File: config.mk
export PLATFORM = sky130hd
export DESIGN_NAME = ep_ctrl_regfile
export DESIGN_NICKNAME = d
export VERILOG_FILES = /design/src/rtl/ep_regs_pkg.sv /design/src/rtl/ep_slot.sv /design/src/rtl/pend_prio.sv /design/src/rtl/dev_addr_reg.sv /design/src/rtl/ep_ctrl_regfile.sv
export SDC_FILE = /design/constraint.sdc
export NUM_CORES = 1
export LEC_CHECK = 0
export BUFFER_PORTS_ARGS = -buffer_cell sky130_fd_sc_hd__buf_4
export CORE_ASPECT_RATIO = 0.6
export CORE_MARGIN = 2
export CORE_UTILIZATION = 49
export CTS_CLUSTER_DIAMETER = 150
export DETAILED_ROUTE_END_ITERATION = 16
export PLACE_DENSITY = 0.71
export SYNTH_ARGS = -nofsm -noshare
export SYNTH_HDL_FRONTEND = slang
export SYNTH_HIERARCHICAL = 1
export SYNTH_SLANG_ARGS = --single-unit
export TNS_END_PERCENT = 50
File: constraint.sdc
create_clock -name clk -period 4.2 [get_ports clk]
set_input_delay 0.84 -clock clk [delete_from_list [all_inputs] [get_ports clk]]
set_output_delay 0.84 -clock clk [all_outputs]
set_load 0.005 [all_outputs]
File: src/rtl/ep_regs_pkg.sv
package ep_regs_pkg;

  typedef enum logic [1:0] {
    HS_OFF   = 2'b00,
    HS_STALL = 2'b01,
    HS_NAK   = 2'b10,
    HS_VALID = 2'b11
  } hs_t;

  typedef enum logic [1:0] {
    EPT_BULK = 2'b00,
    EPT_CTRL = 2'b01,
    EPT_ISO  = 2'b10,
    EPT_INTR = 2'b11
  } ept_t;

  typedef struct packed {
    logic       rx_done;
    logic       rx_tog;
    logic [1:0] rx_hs;
    logic       tx_done;
    logic       tx_tog;
    logic [1:0] tx_hs;
    logic       setup;
    logic       kind;
    logic [1:0] ep_type;
    logic [3:0] ep_num;
  } ep_word_t;

  localparam int WORD_W = $bits(ep_word_t);

  // Merge a software write into the current word by field kind.
  function automatic ep_word_t merge_write(ep_word_t cur, ep_word_t w);
    ep_word_t r;
    r         = cur;
    r.ep_num  = w.ep_num;
    r.ep_type = w.ep_type;
    r.kind    = w.kind;
    r.rx_hs   = cur.rx_hs ^ w.rx_hs;
    r.tx_hs   = cur.tx_hs ^ w.tx_hs;
    r.rx_tog  = cur.rx_tog ^ w.rx_tog;
    r.tx_tog  = cur.tx_tog ^ w.tx_tog;
    r.rx_done = cur.rx_done & w.rx_done;
    r.tx_done = cur.tx_done & w.tx_done;
    return r;
  endfunction

  function automatic logic is_double(ep_word_t r);
    return (r.ep_type == EPT_BULK) && r.kind;
  endfunction

endpackage

File: src/rtl/ep_slot.sv
module ep_slot
  import ep_regs_pkg::*;
(
  input  logic              clk,
  input  logic              rst_n,
  input  logic              wr_hit,
  input  logic [WORD_W-1:0] wr_data,
  input  logic              rx_ev,
  input  logic              tx_ev,
  input  logic              setup_in,
  output logic [WORD_W-1:0] word_q,
  output logic              pend,
  output logic              dbl_mode
);

  ep_word_t q, after_sw, nxt, wd;

  assign wd       = ep_word_t'(wr_data);
  assign dbl_mode = is_double(q);

  always_comb begin
    after_sw = wr_hit ? merge_write(q, wd) : q;
    nxt      = after_sw;
    if (rx_ev) begin
      nxt.rx_done = 1'b1;
      nxt.rx_tog  = ~after_sw.rx_tog;
      nxt.setup   = setup_in;
      if (!dbl_mode) nxt.rx_hs = HS_NAK;
    end
    if (tx_ev) begin
      nxt.tx_done = 1'b1;
      nxt.tx_tog  = ~after_sw.tx_tog;
      if (!dbl_mode) nxt.tx_hs = HS_NAK;
    end
  end

  always_ff @(posedge clk) begin
    if (!rst_n) q <= '0;
    else        q <= nxt;
  end

  assign word_q = q;
  assign pend   = q.rx_done | q.tx_done;

  AST_RX_EVENT_SETS: assert property (@(posedge clk) disable iff (!rst_n)
    rx_ev |=> q.rx_done);
  AST_DONE_W0_CLEARS: assert property (@(posedge clk) disable iff (!rst_n)
    (wr_hit && !wd.rx_done && !rx_ev) |=> !q.rx_done);
  AST_EVENT_BEATS_CLEAR: assert property (@(posedge clk) disable iff (!rst_n)
    (wr_hit && !wd.tx_done && tx_ev) |=> q.tx_done);
  AST_TOG_HOLDS: assert property (@(posedge clk) disable iff (!rst_n)
    (!rx_ev && !(wr_hit && wd.rx_tog)) |=> $stable(q.rx_tog));
  AST_SINGLE_NAK: assert property (@(posedge clk) disable iff (!rst_n)
    (tx_ev && !dbl_mode) |=> (q.tx_hs == HS_NAK));
  AST_SETUP_RO: assert property (@(posedge clk) disable iff (!rst_n)
    !rx_ev |=> $stable(q.setup));

endmodule

File: src/rtl/pend_prio.sv
module pend_prio #(
  parameter int N = 8,
  parameter int W = 3
) (
  input  logic         clk,
  input  logic         rst_n,
  input  logic [N-1:0] pend_vec,
  output logic         any,
  output logic [W-1:0] idx
);

  always_comb begin
    idx = '0;
    for (int i = N - 1; i >= 0; i--) begin
      if (pend_vec[i]) idx = W'(i);
    end
  end

  assign any = |pend_vec;

  AST_IDX_IS_PENDING: assert property (@(posedge clk) disable iff (!rst_n)
    any |-> pend_vec[idx]);
  AST_NO_LOWER_PENDING: assert property (@(posedge clk) disable iff (!rst_n)
    any |-> ((pend_vec & ((N'(1) << idx) - N'(1))) == '0));

endmodule

File: src/rtl/dev_addr_reg.sv
module dev_addr_reg #(
  parameter logic [7:0] RESET_VAL = 8'h80
) (
  input  logic       clk,
  input  logic       rst_n,
  input  logic       wr_hit,
  input  logic [7:0] wr_byte,
  output logic [7:0] dev_q
);

  always_ff @(posedge clk) begin
    if (!rst_n)      dev_q <= RESET_VAL;
    else if (wr_hit) dev_q <= wr_byte;
  end

  AST_DEV_HOLD: assert property (@(posedge clk) disable iff (!rst_n)
    !wr_hit |=> $stable(dev_q));

endmodule

File: src/rtl/ep_ctrl_regfile.sv
module ep_ctrl_regfile
  import ep_regs_pkg::*;
#(
  parameter int NUM_EP = 8,
  localparam int IDX_W  = $clog2(NUM_EP) + 1,
  localparam int PEND_W = $clog2(NUM_EP)
) (
  input  logic              clk,
  input  logic              rst_n,
  input  logic              wr_en,
  input  logic [IDX_W-1:0]  wr_idx,
  input  logic [WORD_W-1:0] wr_data,
  input  logic [IDX_W-1:0]  rd_idx,
  output logic [WORD_W-1:0] rd_data,
  input  logic [NUM_EP-1:0] rx_done_ev,
  input  logic [NUM_EP-1:0] tx_done_ev,
  input  logic [NUM_EP-1:0] setup_ev,
  output logic [NUM_EP-1:0] ep_pend,
  output logic              pend_any,
  output logic [PEND_W-1:0] pend_idx,
  output logic [NUM_EP-1:0] dbl_buf,
  output logic [NUM_EP-1:0] tx_hw_half,
  output logic [NUM_EP-1:0] tx_sw_half,
  output logic [NUM_EP-1:0] rx_hw_half,
  output logic [NUM_EP-1:0] rx_sw_half
);

  localparam logic [IDX_W-1:0] DEV_IDX = IDX_W'(NUM_EP);

  logic [WORD_W-1:0] slot_q [NUM_EP];
  logic [7:0]        dev_q;
  logic              dev_hit;

  assign dev_hit = wr_en && (wr_idx == DEV_IDX);

  for (genvar g = 0; g < NUM_EP; g++) begin : g_slot
    ep_word_t w;
    ep_slot u_slot (
      .clk      (clk),
      .rst_n    (rst_n),
      .wr_hit   (wr_en && (wr_idx == IDX_W'(g))),
      .wr_data  (wr_data),
      .rx_ev    (rx_done_ev[g]),
      .tx_ev    (tx_done_ev[g]),
      .setup_in (setup_ev[g]),
      .word_q   (slot_q[g]),
      .pend     (ep_pend[g]),
      .dbl_mode (dbl_buf[g])
    );
    assign w             = ep_word_t'(slot_q[g]);
    assign tx_hw_half[g] = w.tx_tog;
    assign tx_sw_half[g] = w.rx_tog;
    assign rx_hw_half[g] = w.rx_tog;
    assign rx_sw_half[g] = w.tx_tog;
  end

  dev_addr_reg u_dev (
    .clk     (clk),
    .rst_n   (rst_n),
    .wr_hit  (dev_hit),
    .wr_byte (wr_data[7:0]),
    .dev_q   (dev_q)
  );

  pend_prio #(.N(NUM_EP), .W(PEND_W)) u_prio (
    .clk      (clk),
    .rst_n    (rst_n),
    .pend_vec (ep_pend),
    .any      (pend_any),
    .idx      (pend_idx)
  );

  always_comb begin
    rd_data = '0;
    if (rd_idx == DEV_IDX) rd_data = WORD_W'(dev_q);
    for (int i = 0; i < NUM_EP; i++) begin
      if (rd_idx == IDX_W'(i)) rd_data = slot_q[i];
    end
  end

  AST_DEAD_READ_ZERO: assert property (@(posedge clk) disable iff (!rst_n)
    (rd_idx > DEV_IDX) |-> (rd_data == '0));

endmodule

; Yosys cells after proc, flatten, opt, wreduce, memory -nomap -nowiden
; Cells that the tools add are included.
[op_classes]
n_bitwise = 72
n_eq_ne = 16
n_reduce_logical = 44
muxes = 65
[ops]
columns = cell, count
row1 = $mux W16, 16
row2 = $mux W4, 16
row3 = $eq A4 B3 Y1 const B, 8
row4 = $mux W2, 16
row5 = $reduce_bool A2 Y1, 16
row6 = $xor A2 B2 Y2, 16
row7 = $mux W3, 8
row8 = $logic_and A1 B1 Y1, 17
row9 = $and A1 B1 Y1, 16
row10 = $eq A4 B2 Y1 const B, 4
row11 = $logic_not A2 Y1, 8
row12 = $not A1 Y1, 16
row13 = $xor A1 B1 Y1, 16
row14 = $eq A4 B1 Y1 const B, 2
row15 = $eq A4 B4 Y1 const B, 2
row16 = $logic_not A4 Y1, 2
row17 = $mux W1, 8
row18 = $mux W8, 1
row19 = $or A1 B1 Y1, 8
row20 = $reduce_or A8 Y1, 1
[word_totals]
regBits = 136
out_inout_bits = 68
inputBits = 51

; Longest topological paths before layout
[logic_depth]
depth_word = 10
depth_mapped = 7
ltp_nobuf = 5

; By module
; Netlist, hierarchy kept.
[by_module_without_submodules]
columns = mod, area_each_um2, cells_each, n_inst
row1 = ep_slot, 665.6, 68, 8
row2 = ep_ctrl_regfile, 1619.1, 221, 1
row3 = dev_addr_reg, 299.0, 25, 1
row4 = pend_prio, 81.3, 13, 1

; Worst setup path after synthesis
; No wires, ideal clock.
[synth_timing]
path_kind = in2out
start = input rd_idx[2]
end = output rd_data[14]
path_slack_ns = 1.554
t_arrival_ns = 1.806
cell_stages = 6
t_required_ns = 3.360
path_buffers = 2
cell_sequence = buf_6 > or2_1 > buf_6 > nor3_4 > nand2_1 > a222oi_1
[synth_between]
elab_chain_cells = 9
elab_cells_between_ends = 16
cone_classes = 7 x eq/ne / 8 x mux / 1 x reduce/logical
[synth_lines]
columns = element, line_no
row1 = start: declaration, ep_ctrl_regfile.sv:13  ; input logic [IDX_W-1:0] rd_idx,
row2 = $logic_not A4 Y1, ep_ctrl_regfile.sv:77  ; if (rd_idx == IDX_W'(i)) rd_data = slot_q[i];
row3 = $mux W16 (7 in a row), ep_ctrl_regfile.sv:77
row4 = $mux W16 *, ep_ctrl_regfile.sv:77
row5 = end: declaration, ep_ctrl_regfile.sv:14  ; output logic [WORD_W-1:0] rd_data,
; Every way passes the cells marked *; elsewhere a longest branch is shown, timed or not.

; Final worst setup path
[layout_timing]
start = input rd_idx[1]
end = output rd_data[4]
[layout_between]
elab_chain_cells = 10
elab_cells_between_ends = 18
cone_classes = 8 x eq/ne / 9 x mux / 1 x reduce/logical
[layout_lines]
columns = element, line_no
row1 = $eq A4 B4 Y1, ep_ctrl_regfile.sv:75  ; if (rd_idx == DEV_IDX) rd_data = WORD_W'(dev_q);
row2 = $mux W8, ep_ctrl_regfile.sv:75
row3 = $mux W16 (7 in a row), ep_ctrl_regfile.sv:77
row4 = $mux W16 *, ep_ctrl_regfile.sv:77
; Marked as above.

==> impl_metrics.ini <==
[grt]
grt_start_max_net_pins = 123
first_global_vias = 5608
grt_pass1_wl_um = 33100
antenna_found_initial = 0
track_usage_pct = 27.0
overflow = 0

[final_layout]
stdcell_area_um2 = 8770
final_common_cell = dfxtp_1
drive_gt1_share_pct = 22.0
layout_common_cells = dfxtp_1, buf_4, mux2i_1
final_nets = 944
insertedDiodeCount = 0
finalNonFillerCells = 1103
nFillCells = 1292
areaGrowthSynthToFinish_pct = 19.7

[worst_setup_path]
max_stage_delay_ns = 0.51
crit_top_cell = buf_4
crit_chain = buf_4, inv_1, nor2_1, a32oi_1, o311ai_0, buf_4
crit_fanout = 43
crit_arrival_ns = 2.67
worst_setup_path_start_kind = primary input
crit_type = primary input to primary output
cp_slowest_cell = nor2_1
required_ns = 3.36
cp-end-kind = primary output

[logic_synthesis]
async_flop_share_pct = 0
synth-seq-cells = 136
synth.area.top_cells = dfxtp_1, mux2i_1, nor2b_1
ys_seq_area_share_pct = 37.2
synth_fp_nets = 854
synth_edf_count = 0
synth_cell_type_count = 50
synth-warning-count = 6
synth_top_flop_cell = dfxtp_1
synth_top_area_share_pct = 37.2
syn_avg_cell_area_um2 = 9.12
synth_area_leader_cell = dfxtp_1
synth_cells = 803
syn-cell-area_um2 = 7320

[placement]
dp_hpwl_um = 15100
pre_cts_slack_ns = 0.734
dpl_cell_area_um2 = 8160
dpl.cell_count = 1072
portBuffers = 118
globalplace.congestion = 0.889

[drt]
num_vias = 6112
wl_per_cell_um = 19.3
via_per_inst = 5.54
ant_nets = 0
routed_wl_um = 21300
drtPass1Iterations = 5
drt_iter0_markers = 544
drc = 0

[power_and_ir_drop]
power.density_nw_per_um2 = 389
vdd_drop_max_mv = 0.223
p_leak_uw = 0.00350

[timing]
slew_viol_final = 0
layout_min_cycle_time_ns = 3.51
rsz0062_at_grt = no
hold_viol_final = 0
tightest_slew_ns = 1.08
setup_tns_ns = 0
max-slew-margin-rel_pct = 28.1
clock.fmax_mhz = 285
skew_ns = 0.00751
fin_ws_ns = 0.689
post-route-period-util_pct = 83.6
finalSetupViolCount = 0

[clocking]
clk_latency_ns = 0.41
cts_root_buf = clkbuf_16
post_cts_buffers = 0
clk_pin_slew_ns = 0.06
tritoncts = built
ctsHoldBuffers = 0
cts_buffers = 17
clockBufferDepth = 2
cts_htree_levels = 4
post_cts_resized = 0
numClockSinks = 136

[die]
die_area_um2 = 16000
rows = 34
die_h_um = 98.7
die_x_um = 162
pin_count = 119
core_area_um2 = 14500
initial_core_util_pct = 50.3

[hold_path]
min_path_type = flop to flop

[flow_run]
max-cap-violations = 0

[run_status]
status = completed
-- flip-flops by register name (all words and copies together), names as in the netlist --
name	cells
g_slot.u_slot/word_q	128
u_dev/dev_q	8
-- critical path: cells and delay by family --
family                 cells  cell delay, ns
buffers and inverters      3            1.00
AND/OR/NAND/NOR            1            0.51
AO/OA/AOI/OAI              2            0.30
-- path summary, 6_finish.rpt --
kind | to | cells after the start | slack [ns] | start
worst max-delay path | rd_data[4] | 6 | 0.69 | rd_idx[1]
worst min register to register | u_dev/dev_q[7] | 2 | 0.48 | u_dev/dev_q[7]
worst max register to register | g_slot[1].u_slot/word_q[13] | 3 | 3.02 | g_slot[1].u_slot/word_q[6]
worst min-delay path | u_dev/dev_q[7] | 2 | 0.48 | u_dev/dev_q[7]
-- layout make-up --
cell class                 instances  area [um^2]  share of cell area [%]
multi-input combinational        595         4160                    47.4
sequential                       136         2720                    31.1
clock buffer                      20          467                    5.32
timing repair buffer             131          983                    11.2
inverter                          12         45.0                   0.514
clock inverter                    11          146                    1.67
tap                              198          248                    2.83
-- through the flow --
stage | hold slack (ns) | power [uW] | util, %
2_1_floorplan | 0.441 | 1670 | -
3_3_place_gp | 0.461 | 1880 | 56.1
3_5_place_dp | 0.463 | 1880 | 56.1
4_1_cts | 0.478 | 3420 | 60.3
5_1_grt | 0.512 | 3530 | 60.3
6_report | 0.476 | 3420 | 60.3
-- Yosys cell counts, drive strengths merged, types with 10 or more instances --
master,n
buf,51
o21ai,29
or3b,10
nand2b,21
and3,16
nand3,38
nand2,83
nor2b,91
xor2,32
nor2,21
dfxtp,136
xnor2,16
a21boi,17
inv,12
a21oi,40
mux2i,102
-- report_power, final --
part / switching [uW] / internal, uW / total [uW]
sequential: 57.5 / 1340 / 1400
clock: 573 / 979 / 1550
combinational: 239 / 222 / 462
total: 870 / 2550 / 3420
-- per-layer routing --
layer | up-vias | routed length (um) | track usage (%)
li1 | 2947 | - | -
met1 | 2872 | 11000 | 43.9
met2 | 268 | 8210 | 35.4
met3 | 25 | 1830 | 5.35
met4 | 0 | 269 | 6.67
met5 | - | 0 | 0
-- logic make-up after synthesis --
logic type | share of synthesized area (%)
multiplexers | 16.3
flip-flops | 37.2
XOR/XNOR | 5.74
AND/OR/NAND/NOR | 22.9
AO/OA/AOI/OAI | 11.6
buffers and inverters | 6.22
(Power assumes the default switching activity.)
